$ cat src/rtl/ledscan_pkg.sv
package ledscan_pkg;
   // Length of the blanked shift phase: one idle cycle, then a full
   // serial clock period per column.
   function automatic int shift_len(input int cols, input int half);
      return 1 + 2 * half * cols;
   endfunction
endpackage

$ cat src/rtl/ledscan_frame_mem.sv
module ledscan_frame_mem #(
   parameter int ROWS = 7,
   parameter int COLS = 96,
   parameter int RW   = 3
) (
   input  logic            clk,
   input  logic            rst,
   input  logic            wr_en,
   input  logic [RW-1:0]   wr_row,
   input  logic [COLS-1:0] wr_data,
   input  logic [RW-1:0]   rd_row,
   output logic [COLS-1:0] rd_data
);
   logic [COLS-1:0] words [ROWS];

   for (genvar i = 0; i < ROWS; i++) begin : g_word
      always_ff @(posedge clk) begin
         if (rst)
            words[i] <= '0;
         else if (wr_en && wr_row == RW'(i))
            words[i] <= wr_data;
      end
   end

   always_comb begin
      rd_data = '0;
      for (int i = 0; i < ROWS; i++)
         if (rd_row == RW'(i))
            rd_data = words[i];
   end
endmodule

$ cat src/rtl/ledscan_timer.sv
module ledscan_timer #(
   parameter int ROWS      = 7,
   parameter int RW        = 3,
   parameter int SLOT_CYC  = 1155,
   parameter int SHIFT_END = 385,
   parameter int SCLK_HALF = 2
) (
   input  logic          clk,
   input  logic          rst,
   output logic [RW-1:0] row,
   output logic          slot_start,
   output logic          in_shift,
   output logic          lit,
   output logic          sclk_lvl,
   output logic          bit_last
);
   localparam int CW = $clog2(SLOT_CYC);
   localparam int PERIOD = 2 * SCLK_HALF;
   localparam int PW = (PERIOD > 1) ? $clog2(PERIOD) : 1;
   localparam logic [CW-1:0] CNT_LAST = CW'(SLOT_CYC - 1);
   localparam logic [CW-1:0] CNT_SE   = CW'(SHIFT_END);
   localparam logic [PW-1:0] PH_LAST  = PW'(PERIOD - 1);
   localparam logic [PW-1:0] PH_HIGH  = PW'(SCLK_HALF);
   localparam logic [RW-1:0] ROW_LAST = RW'(ROWS - 1);

   logic [CW-1:0] cnt;
   logic [PW-1:0] ph;

   always_ff @(posedge clk) begin
      if (rst) begin
         cnt <= '0;
         row <= '0;
         ph  <= '0;
      end else begin
         if (cnt == CNT_LAST) begin
            cnt <= '0;
            row <= (row == ROW_LAST) ? '0 : row + 1'b1;
         end else begin
            cnt <= cnt + 1'b1;
         end
         if (slot_start)
            ph <= '0;
         else if (in_shift)
            ph <= (ph == PH_LAST) ? '0 : ph + 1'b1;
      end
   end

   always_comb begin
      slot_start = (cnt == '0);
      in_shift   = (cnt != '0) && (cnt < CNT_SE);
      lit        = (cnt >= CNT_SE);
      sclk_lvl   = (ph >= PH_HIGH);
      bit_last   = in_shift && (ph == PH_LAST);
   end
endmodule

$ cat src/rtl/ledscan_serializer.sv
module ledscan_serializer #(
   parameter int COLS = 96
) (
   input  logic            clk,
   input  logic            rst,
   input  logic            load,
   input  logic [COLS-1:0] word,
   input  logic            in_shift,
   input  logic            sclk_lvl,
   input  logic            bit_last,
   output logic            ser_data,
   output logic            ser_clk
);
   logic [COLS-1:0] shreg;

   always_ff @(posedge clk) begin
      if (rst) begin
         shreg    <= '0;
         ser_data <= 1'b0;
         ser_clk  <= 1'b0;
      end else begin
         if (load)
            shreg <= word;
         else if (bit_last)
            shreg <= {shreg[COLS-2:0], 1'b0};
         ser_data <= in_shift ? shreg[COLS-1] : 1'b0;
         ser_clk  <= in_shift & sclk_lvl;
      end
   end
endmodule

$ cat src/rtl/ledscan_row_drv.sv
module ledscan_row_drv #(
   parameter int ROWS = 7,
   parameter int RW   = 3
) (
   input  logic            clk,
   input  logic            rst,
   input  logic            lit,
   input  logic [RW-1:0]   row,
   output logic [ROWS-1:0] row_en
);
   for (genvar i = 0; i < ROWS; i++) begin : g_drv
      always_ff @(posedge clk) begin
         if (rst)
            row_en[i] <= 1'b0;
         else
            row_en[i] <= lit && (row == RW'(i));
      end
   end
endmodule

$ cat src/rtl/ledscan_top.sv
module ledscan_top #(
   parameter int ROWS      = 7,
   parameter int COLS      = 96,
   parameter int SCLK_HALF = 2,
   parameter int SLOT_CYC  = 3 * ledscan_pkg::shift_len(96, 2),
   parameter int RW        = $clog2(ROWS)
) (
   input  logic            clk,
   input  logic            rst,
   input  logic            wr_en,
   input  logic [RW-1:0]   wr_row,
   input  logic [COLS-1:0] wr_data,
   output logic            ser_data,
   output logic            ser_clk,
   output logic [ROWS-1:0] row_en
);
   localparam int SHIFT_END = ledscan_pkg::shift_len(COLS, SCLK_HALF);

   if (ROWS < 2) begin : g_bad_rows
      $error("ledscan_top: ROWS must be at least 2");
   end
   if (COLS < 2) begin : g_bad_cols
      $error("ledscan_top: COLS must be at least 2");
   end
   if (SCLK_HALF < 1) begin : g_bad_half
      $error("ledscan_top: SCLK_HALF must be at least 1");
   end
   if (SLOT_CYC <= SHIFT_END) begin : g_bad_slot
      $error("ledscan_top: SLOT_CYC must exceed the shift phase");
   end
   if (RW < $clog2(ROWS)) begin : g_bad_rw
      $error("ledscan_top: RW too narrow for ROWS");
   end

   logic [RW-1:0]   cur_row;
   logic [COLS-1:0] cur_word;
   logic            slot_start, in_shift, lit, sclk_lvl, bit_last;

   ledscan_frame_mem #(.ROWS(ROWS), .COLS(COLS), .RW(RW)) u_mem (
      .clk     (clk),
      .rst     (rst),
      .wr_en   (wr_en),
      .wr_row  (wr_row),
      .wr_data (wr_data),
      .rd_row  (cur_row),
      .rd_data (cur_word)
   );

   ledscan_timer #(
      .ROWS(ROWS), .RW(RW), .SLOT_CYC(SLOT_CYC),
      .SHIFT_END(SHIFT_END), .SCLK_HALF(SCLK_HALF)
   ) u_tmr (
      .clk        (clk),
      .rst        (rst),
      .row        (cur_row),
      .slot_start (slot_start),
      .in_shift   (in_shift),
      .lit        (lit),
      .sclk_lvl   (sclk_lvl),
      .bit_last   (bit_last)
   );

   ledscan_serializer #(.COLS(COLS)) u_ser (
      .clk      (clk),
      .rst      (rst),
      .load     (slot_start),
      .word     (cur_word),
      .in_shift (in_shift),
      .sclk_lvl (sclk_lvl),
      .bit_last (bit_last),
      .ser_data (ser_data),
      .ser_clk  (ser_clk)
   );

   ledscan_row_drv #(.ROWS(ROWS), .RW(RW)) u_drv (
      .clk    (clk),
      .rst    (rst),
      .lit    (lit),
      .row    (cur_row),
      .row_en (row_en)
   );
endmodule

$ cat config.mk
export PLATFORM = sky130hd
export DESIGN_NAME = ledscan_top
export DESIGN_NICKNAME = d
export VERILOG_FILES = /design/src/rtl/ledscan_pkg.sv /design/src/rtl/ledscan_frame_mem.sv /design/src/rtl/ledscan_timer.sv /design/src/rtl/ledscan_serializer.sv /design/src/rtl/ledscan_row_drv.sv /design/src/rtl/ledscan_top.sv
export SDC_FILE = /design/constraint.sdc
export NUM_CORES = 1
export LEC_CHECK = 0
export BUFFER_PORTS_ARGS = -buffer_cell sky130_fd_sc_hd__buf_2
export CORE_MARGIN = 2
export CORE_UTILIZATION = 35
export DETAILED_ROUTE_END_ITERATION = 7
export HOLD_SLACK_MARGIN = 0.02
export PLACE_DENSITY = 0.53
export REMOVE_ABC_BUFFERS = 1
export SLEW_MARGIN = 20
export SYNTH_ARGS = -nofsm -noshare
export SYNTH_HDL_FRONTEND = slang
export SYNTH_SLANG_ARGS = --single-unit
$ cat constraint.sdc
create_clock -name clk -period 5.8 [get_ports clk]
set_input_delay 0.58 -clock clk [delete_from_list [all_inputs] [get_ports clk]]
set_output_delay 0.58 -clock clk [all_outputs]
set_load 0.03 [all_outputs]
==> After elaboration in Yosys (flattened, before gate mapping) <==
Memories as Yosys holds them, arrays and structs flattened.
Index checks and enable logic that the tools add are counted.
{ "word_totals": {"inputBits": 102, "register_bits": 121, "latch_bits": 0, "out_inout_bits": 9, "romBits": 0, "n_memories": 1, "wordCells": 108, "ram_bits": 672} }
{ "classes": {"bitwise_logic": 9, "n_lt_le_gt_ge": 3, "n_eq_ne": 14, "n_mux": 41, "mul": 0, "shifts": 0, "reduce_logical": 24, "div_mod_pow": 0, "n_addsub": 3} }
{ "mem_list": {"columns": ["name", "words", "width", "rd", "rd_ports_with_merged_regs", "wr", "line_no", "rtl"], "rows": [
  ["u_mem.words", 7, 96, 7, 0, 7, "ledscan_frame_mem.sv:14", "logic [COLS-1:0] words [ROWS];"]
]} }
{ "op_table": {"columns": ["op", "count"], "rows": [
  ["$mux 96", 16],
  ["$mux 1", 23],
  ["$eq 3x3->1 const B", 6],
  ["$logic_and 1x1->1", 16],
  ["$eq 3x2->1 const B", 4],
  ["$add 11x1->11 const B", 1],
  ["$eq 11x11->1 const B", 1],
  ["$ge 11x9->1 const B", 1],
  ["$logic_not 11->1", 1],
  ["$lt 11x9->1 const B", 1],
  ["$reduce_bool 11->1", 1],
  ["$or 1x1->1", 7],
  ["$eq 3x1->1 const B", 2],
  ["$logic_not 3->1", 2],
  ["$reduce_or 2->1", 3],
  ["$add 3x1->3 const B", 1],
  ["$mux 3", 1],
  ["$add 2x1->2 const B", 1],
  ["$eq 2x2->1 const B", 1],
  ["$ge 2x2->1 const B", 1],
  ["$mux 2", 1],
  ["$reduce_bool 2->1", 1],
  ["$and 1x1->1", 1],
  ["$not 1->1", 1]
]} }

==> Longest topological paths before layout <==
Gate-level depths: netlist of run 1.
{ "depth": {"depth_word": 9, "depth_mapped": 13} }

==> By module <==
A second synthesis of run 1 with hierarchy kept.
{ "unflattened": {"cells_unflattened": 2882, "hier_area_um2": 37203.2} }
{ "by_module_without_submodules": {"columns": ["mod", "instances", "area_each_um2", "cells_each"], "rows": [
  ["ledscan_frame_mem", 1, 31576.5, 2336],
  ["ledscan_serializer", 1, 4581.9, 431],
  ["ledscan_timer", 1, 835.8, 96],
  ["ledscan_row_drv", 1, 209.0, 19]
]} }

==> Worst setup path before layout of run 1 <==
Ideal clock, no wire load.
{ "synth_path": {"path_kind": "input to register", "start": "input wr_row[1]", "end": "memory u_mem.words[5][4] (netlist: u_mem.words[1][100]) (enable)", "n_path_buf": 0, "arrival_ps": 5186, "stages": 3, "path_slack_ps": 43, "required_ps": 5229, "path_cell_list": "inv_1 > nand2_1 > o21bai_1"} }
{ "synth_lines": {"columns": ["item", "line_no", "rtl"], "rows": [
  ["start: declaration", "ledscan_top.sv:11", "input logic [RW-1:0] wr_row,"],
  ["end: declaration", "ledscan_frame_mem.sv:14", null]
]} }

==> Worst setup path in the final report of run 1 <==
{ "layout_path": {"start": "register u_tmr.row[0]", "end": "register u_ser.shreg[33]"} }
{ "layout_between": {"elab_chain_cells": 9, "elab_cells_between_ends": 15, "cone_classes": "eq/ne: 6; mux: 8; reduce/logical: 1"} }
{ "layout_rtl": {"columns": ["item", "line_no", "rtl"], "rows": [
  ["start: declaration", "ledscan_timer.sv:10", "output logic [RW-1:0] row,"],
  ["start signal: assignment", "ledscan_timer.sv:37", "row <= (row == ROW_LAST) ? '0 : row + 1'b1;"],
  ["$logic_not 3->1", "ledscan_frame_mem.sv:28", "if (rd_row == RW'(i))"],
  ["$mux 96 (6 in series)", "ledscan_frame_mem.sv:28", null],
  ["$mux 96 *", "ledscan_frame_mem.sv:28", null],
  ["$mux 96 *", "ledscan_serializer.sv:22", "if (load)"],
  ["end signal: assignment", "ledscan_serializer.sv:23", "shreg <= word;"],
  ["end signal: assignment", "ledscan_serializer.sv:25", "shreg <= {shreg[COLS-2:0], 1'b0};"],
  ["end: declaration", "ledscan_serializer.sv:14", "logic [COLS-1:0] shreg;"]
]} }
Every way passes the cells marked *; elsewhere a longest branch is shown, timed or not.
A chain may end at the register's enable or synchronous reset.

==> results.py, run 1 <==
metrics = {
    "run_status": {
        "status": "complete, no violations",
    },
    "final_layout": {
        "syn_to_final_growth_pct": 13.52,
        "layout_common_cells": "and2_1, edfxtp_1, o21ai_0, mux2i_1, a31oi_1",
        "layout.nets": 2996,
        "final_common_cell": "and2_1",
        "fin_area_sq_um": 40450,
        "utilization": 0.3993,
        "stdcell_count": 4332,
        "final_layout_size_suffix_gt1_frac": 0.1060,
        "nFillCells": 9558,
    },
    "timing": {
        "setup_viol": 0,
        "hold_viol": 0,
        "relSlewSlack": 0.2854,
        "max_freq_mhz": 294.2,
        "worst_pin_slew_ns": 1.072,
        "grt_setup_unrepaired": "false",
        "period_needed_ns": 3.399,
        "skew_ns": 0.02989,
        "post-route-period-util": 0.5860,
        "slew_viol_final": 0,
        "setup-tns-final_ns": 0,
    },
    "placement": {
        "dp.cells": 4165,
        "gpl.final_weighted_congestion": 0.7385,
        "place_area_sq_um": 37540,
        "hpwlAfterDp_mm": 53.47,
        "io_buffers": 110,
    },
    "yosys": {
        "avgSynthCellArea_sq_um": 12.35,
        "async_flop_share": 0,
        "yosys.area.top_type": "edfxtp_1",
        "netlist_instances": 2884,
        "synth_edf_count": 672,
        "syn_area_sq_um": 35630,
        "ys_types": 45,
        "synth_top_area_share": 0.5664,
        "synth-main-ff-cell": "edfxtp_1",
        "synthTopCellsByArea": "edfxtp_1, and2_1, dfxtp_1",
        "seq_area_frac_synth": 0.6344,
        "ys_ff_latch": 793,
        "ys_warn_count": 0,
    },
    "detailed_routing": {
        "first_pass_iters": 7,
        "ant_nets": 0,
        "drc": 0,
        "vias_per_cell": 5.301,
        "wl_mm": 101.0,
        "route.vias.total": 22960,
        "drtIter0Drc": 1894,
        "wl_per_cell_um": 23.31,
    },
    "power": {
        "power.leakage_nw": 14.42,
        "power.density_nw_per_um2": 320.1,
        "power_switching_mw": 2.905,
        "p_clk_frac": 0.429,
        "p_int_mw": 10.04,
        "p_seq_frac": 0.518,
        "swShare": 0.2243,
        "vdd_ir_drop_max_v": 0.0002048,
        "combPwrFrac": 0.053,
    },
    "clock_network": {
        "clkTransAtPathRegs_ns": 0.06,
        "post_cts_resized": 0,
        "post-cts-setup-buffers": 0,
        "hold_buffers": 0,
        "clk_latency_ns": 0.66,
        "root_buffer": "clkbuf_16",
        "cts_sinks": 793,
        "htreeDepth": 3,
        "tritoncts": "yes",
        "cts_inserted_buffers": 86,
        "cts_max_path_buffers": 3,
    },
    "setup_path": {
        "crit_required_ns": 6.38,
        "cp-startpoint": "u_tmr.row[0]",
        "r2r_slack_ns": 2.40,
        "worstSetupPathType": "reg -> reg",
        "r2r-start": "u_tmr.row[0]",
        "cp_max_fo": 62,
        "critPathArrivalTime_ns": 3.98,
        "cp-end-kind": "register",
        "endpoint": "u_ser.shreg[33]",
        "cp-start-kind": "register",
        "r2r_cells": 8,
        "r2r-end": "u_ser.shreg[33]",
    },
    "die": {
        "die_y_um": 323.0,
        "die_x_um": 323.0,
        "dieArea_sq_um": 104400,
        "ios": 111,
        "core_sq_um": 101300,
        "rows": 117,
        "floorplan.initialDensity": 0.3517,
    },
    "global_route": {
        "grt_max_degree": 97,
        "grt_pass1_wl_mm": 151.1,
        "first_global_vias": 23470,
        "antenna_found_initial": 14,
        "grt_usage": 0.1924,
        "grt_remaining_overflow": 0,
    },
    "worst_hold_path": {
        "hold_class": "in -> reg",
    },
    "job": {
        "cap_violations": 0,
    },
}
## sequential cells by signal (all words and copies together) (netlist names)
name            count
u_tmr.ph            2
u_ser.ser_data      1
u_ser.shreg        96
u_tmr.row           3
u_drv.row_en        7
u_ser.ser_clk       1
u_tmr.cnt          11
u_mem.words       672
## cell usage after synthesis (24+ instances only)
library cell	number
a31oi_1	187
and2_1	676
and3_1	95
buf_2	24
clkbuf_1	193
dfxtp_1	121
edfxtp_1	672
mux2i_1	192
nand2_1	100
nand3b_1	94
nor2_1	24
nor3b_1	94
o21ai_0	193
o22ai_1	95
## logic make-up (layout without fill, tap and decap cells)
logic type | count (synthesis) | in the layout | synth area share
buffers and inverters | 256 | 333 | 0.02908
AOI/OAI and AO/OA | 502 | 502 | 0.08232
xor gates and xnor gates | 10 | 10 | 0.002459
muxes | 192 | 192 | 0.05394
other | 0 | 3 | 0
DFF | 793 | 793 | 0.6344
adders and majority gates | 7 | 7 | 0.002458
and+or+nand+nor | 1124 | 1124 | 0.1953
## metal layers
metal  share of wire  GRT usage
met5          0.0011          0
met4           0.017    0.04744
met3           0.061    0.03325
met2            0.48     0.3277
met1            0.44     0.2543
## critical path, cell delays in order, from the launching register on
cell and delay [ns]:
dfxtp_4 0.54, and2_1 0.27, ha_4 0.41, nor2_4 0.59
buf_16 0.25, buf_4 0.70, nand2_1 0.13, and3_1 0.22
o22ai_1 0.13
## final cells by class
type	count	area (sq um)	area share
repair buffers	161	1069	0.02642
inverters	10	37.54	0.0009281
well taps	1368	1712	0.04232
multi-input cells	1835	12160	0.3005
clock buffers	129	2485	0.06144
clock inverters	33	366.6	0.009064
flip-flops and latches	793	22610	0.5591
diodes	3	7.507	0.0001856
## per-stage QoR
step / power (mW) / hold slack (ns) / worst slack (ns)
after global placement: 7.485 / 0.4774 / 2.133
after global routing: 13.38 / 0.2699 / 2.229
final: 12.95 / 0.2763 / 2.401
after CTS: 13.05 / 0.2323 / 2.348
after detailed placement: 7.517 / 0.4738 / 2.386
after floorplan: 7.166 / 0.4432 / -4.091
## worst min-delay path by stage
stage	from	end	slack (ns)	cells after the start
6_report	wr_data[95]	u_mem.words[1][95]	0.28	2
5_1_grt	wr_data[95]	u_mem.words[0][191]	0.27	2
4_1_cts	wr_data[28]	u_mem.words[0][124]	0.23	2
3_5_place_dp	u_ser.shreg[0]	u_ser.shreg[0]	0.47	2
3_3_place_gp	u_ser.shreg[0]	u_ser.shreg[0]	0.48	2
2_1_floorplan	u_ser.shreg[0]	u_ser.shreg[0]	0.44	2
## power by group through the flow
stage / logic, mW / clock network [mW] / registers [mW]
after global placement: 0.672 / 0 / 6.81
after global routing: 0.750 / 5.89 / 6.74
final: 0.683 / 5.55 / 6.71
after detailed placement: 0.685 / 0 / 6.83
after floorplan: 0.374 / 0 / 6.79
after CTS: 0.687 / 5.65 / 6.71
No activity file was read; power rests on OpenSTA's default activity.
==> run 2: changes to the inputs <==
- ABC_AREA: not set -> 1
- clock period: 5.8 -> 2.9 ns (I/O delays scaled with it)
==> run 2 against run 1 <==
Global-route usage increased by 0.90 points. Flip-flop and latch count unchanged. Non-clock buffer count increased by 20. Cell count increased by 20%. Register-to-register slack got worse by 1.8 ns. Total power increased by 100%. Count of clock-buffer cells in the layout increased by 11. First-iteration DRC count increased by 19%. Die area decreased by 1.1%. Clock skew increased by 0.0017 ns. Critical path type unchanged.
==> results.py, run 2 <==
metrics = {
    "final_layout": {
        "nFillCells": 9799,
        "final_common_cell": "nor2_1",
        "utilization": 0.4058,
        "regMostFlops": "u_mem.words",
        "final_layout_size_suffix_gt1_frac": 0.08543,
        "largest_reg_flops": 672,
        "num_antenna_cells": 0,
        "layout_common_cells": "nor2_1, nand2_1, edfxtp_1, inv_1, nand3_1",
        "layout.nets": 3935,
        "largestRegisters": "u_mem.words x672, u_ser.shreg x96, u_tmr.cnt x11",
        "syn_to_final_growth_pct": 15.05,
    },
    "placement": {
        "hpwlAfterDp_mm": 55.10,
        "io_buffers": 110,
        "gpl.final_weighted_congestion": 0.7712,
    },
    "power": {
        "p_int_mw": 19.94,
        "power.leakage_nw": 16.85,
        "vdd_ir_drop_max_v": 0.0004312,
        "p_clk_frac": 0.419,
        "swShare": 0.2332,
        "p_seq_frac": 0.516,
        "combPwrFrac": 0.065,
        "power_switching_mw": 6.066,
        "power.density_nw_per_um2": 641.9,
    },
    "yosys": {
        "synth-main-ff-cell": "edfxtp_1",
        "synth_top_area_share": 0.5730,
        "netlist_instances": 3817,
        "ys_types": 26,
        "ys_ff_latch": 793,
        "synth_commonest_cells": "nor2_1, nand2_1, edfxtp_1, inv_1",
        "synth_edf_count": 672,
        "async_flop_share": 0,
        "ys_warn_count": 0,
        "avgSynthCellArea_sq_um": 9.227,
        "seq_area_frac_synth": 0.6418,
        "yosysMostFrequentCell": "nor2_1",
        "syn_area_sq_um": 35220,
        "synthTopCellsByArea": "edfxtp_1, nor2_1, nand2_1",
        "yosys.area.top_type": "edfxtp_1",
    },
    "clock_network": {
        "clk_latency_ns": 0.65,
        "post-cts-setup-buffers": 0,
        "root_buffer": "clkbuf_16",
        "clkTransAtPathRegs_ns": 0.06,
        "cts_sinks": 793,
        "cts_max_path_buffers": 3,
        "tritoncts": "yes",
        "cts_inserted_buffers": 87,
        "htreeDepth": 3,
        "post_cts_resized": 0,
    },
    "global_route": {
        "antenna_found_initial": 1,
        "grt_max_degree": 123,
        "grt_pass1_wl_mm": 159.4,
        "grt_remaining_overflow": 0,
        "grt_usage": 0.2014,
        "first_global_vias": 25680,
    },
    "setup_path": {
        "crit_required_ns": 3.47,
        "critPathArrivalTime_ns": 2.82,
        "r2r-end": "u_ser.shreg[54]",
        "cp-end-kind": "register",
        "worstSetupPathType": "reg -> reg",
        "cp-start-kind": "register",
        "r2r-start": "u_tmr.row[0]",
        "r2r_cells": 11,
        "r2r_slack_ns": 0.65,
        "cp_max_fo": 39,
    },
    "die": {
        "core_sq_um": 99860,
        "die_y_um": 321.2,
        "ios": 111,
        "die_x_um": 321.2,
        "floorplan.initialDensity": 0.3527,
        "rows": 116,
        "dieArea_sq_um": 103200,
    },
    "detailed_routing": {
        "drtIter0Drc": 2251,
        "first_pass_iters": 5,
        "drc": 0,
        "ant_nets": 0,
        "wl_per_cell_um": 19.99,
        "vias_per_cell": 5.054,
        "wl_mm": 103.9,
        "route.vias.total": 26260,
    },
    "timing": {
        "max_freq_mhz": 444.3,
        "setup-tns-final_ns": 0,
        "grt_setup_unrepaired": "false",
        "slew_viol_final": 0,
        "relSlewSlack": 0.3760,
        "period_needed_ns": 2.251,
        "post-route-period-util": 0.7761,
        "hold_viol": 0,
        "skew_ns": 0.03154,
        "setup_viol": 0,
        "worst_pin_slew_ns": 0.9360,
    },
    "run_status": {
        "status": "complete, no violations",
    },
    "worst_hold_path": {
        "hp-start": "wr_data[28]",
        "hold_end": "u_mem.words[0][28]",
        "hold_depth": 3,
        "hold_class": "in -> reg",
    },
    "job": {
        "cap_violations": 0,
    },
}
-- run 2: cell count changes after synthesis, sizes merged, moves of 93 or more --
cell	delta
a21oi	+98
a31oi	-187
and2	-676
and3	-95
inv	+212
mux2i	-192
nand2	+803
nand3	+204
nand3b	-95
nand4	+95
nor2	+982
nor3b	-93
o211ai	+94
o22ai	-94
-- run 2: worst max-delay path by stage --
stage	startpoint	end	slack, ns	cells after the start
floorplan	u_tmr.row[1]	u_ser.shreg[0]	-5.11	8
global placement	rst	u_mem.words[0][328]	0.67	5
detailed placement	wr_row[0]	u_mem.words[1][158]	0.63	6
CTS	u_tmr.row[0]	u_ser.shreg[95]	0.64	11
global route	u_tmr.row[0]	u_ser.shreg[54]	0.40	11
finish	u_tmr.row[0]	u_ser.shreg[54]	0.65	11
-- run 2: repair_timing --
| item | CTS | global route |
|---|---|---|
| hold buffers | 2 | 0 |
| endpoints found under the hold margin | 5 | 0 |
| endpoints found under the setup margin | 0 | 0 |
-- run 2: power by group through the flow --
| stage | clock, mW | combinational [mW] | sequential [mW] |
|---|---|---|---|
| floorplan | 0 | 1.04 | 13.6 |
| global placement | 0 | 1.70 | 13.6 |
| detailed placement | 0 | 1.71 | 13.7 |
| CTS | 11.1 | 1.72 | 13.4 |
| global route | 11.5 | 1.91 | 13.5 |
| finish | 10.9 | 1.69 | 13.4 |
-- run 2: cells by family (layout without fill, tap and decap cells) --
kind of cell,Yosys count,count (layout),share of synthesized area
AOI/OAI and AO/OA,303,303,0.04995
adders and majority gates,7,7,0.002487
buffers and inverters,485,566,0.05269
DFF,793,793,0.6418
and+or+nand+nor,2229,2229,0.2531
-- run 2: per-stage QoR --
step | setup WS, ns | cell area, sq um | hold WS, ns | instances | total power [mW]
after global placement | 0.6667 | 37700 | 0.4630 | 5033 | 15.34
after detailed placement | 0.6323 | 37700 | 0.4717 | 5033 | 15.37
after global routing | 0.3969 | 40520 | 0.06339 | 5196 | 26.92
after CTS | 0.6400 | 40520 | 0.02000 | 5196 | 26.21
after floorplan | -5.107 | 34200 | 0.4153 | 3556 | 14.65
final | 0.6493 | 40520 | 0.04578 | 5196 | 26.01
-- run 2: routing by layer --
| metal | GRT usage | wire length (um) | up-vias |
|---|---|---|---|
| met5 | 0 | 7 | - |
| met4 | 0.05109 | 1887 | 2 |
| met3 | 0.02789 | 6762 | 124 |
| met2 | 0.3247 | 47950 | 814 |
| met1 | 0.2855 | 47270 | 12680 |
| li1 | - | - | 12650 |
-- run 2: worst max-delay path: stages, from the launching register on --
cell,delay [ns]
dfxtp_1,0.60
nand2_1,0.25
nor2_4,0.17
buf_4,0.54
nand2_1,0.12
nand3_1,0.14
nand2_1,0.06
nand2_1,0.06
nand2_1,0.05
nand3_1,0.06
nand2_1,0.06
nand2_1,0.05
-- run 2: layout make-up --
class / count / area [sq um] / area share
clock buffer: 140 / 2643 / 0.06522
multi-input combinational: 2539 / 10950 / 0.2703
sequential: 793 / 22610 / 0.5579
clock inverter: 21 / 153.9 / 0.003798
tap: 1298 / 1624 / 0.04008
timing repair buffer: 181 / 1689 / 0.04169
inverter: 224 / 853.3 / 0.02106
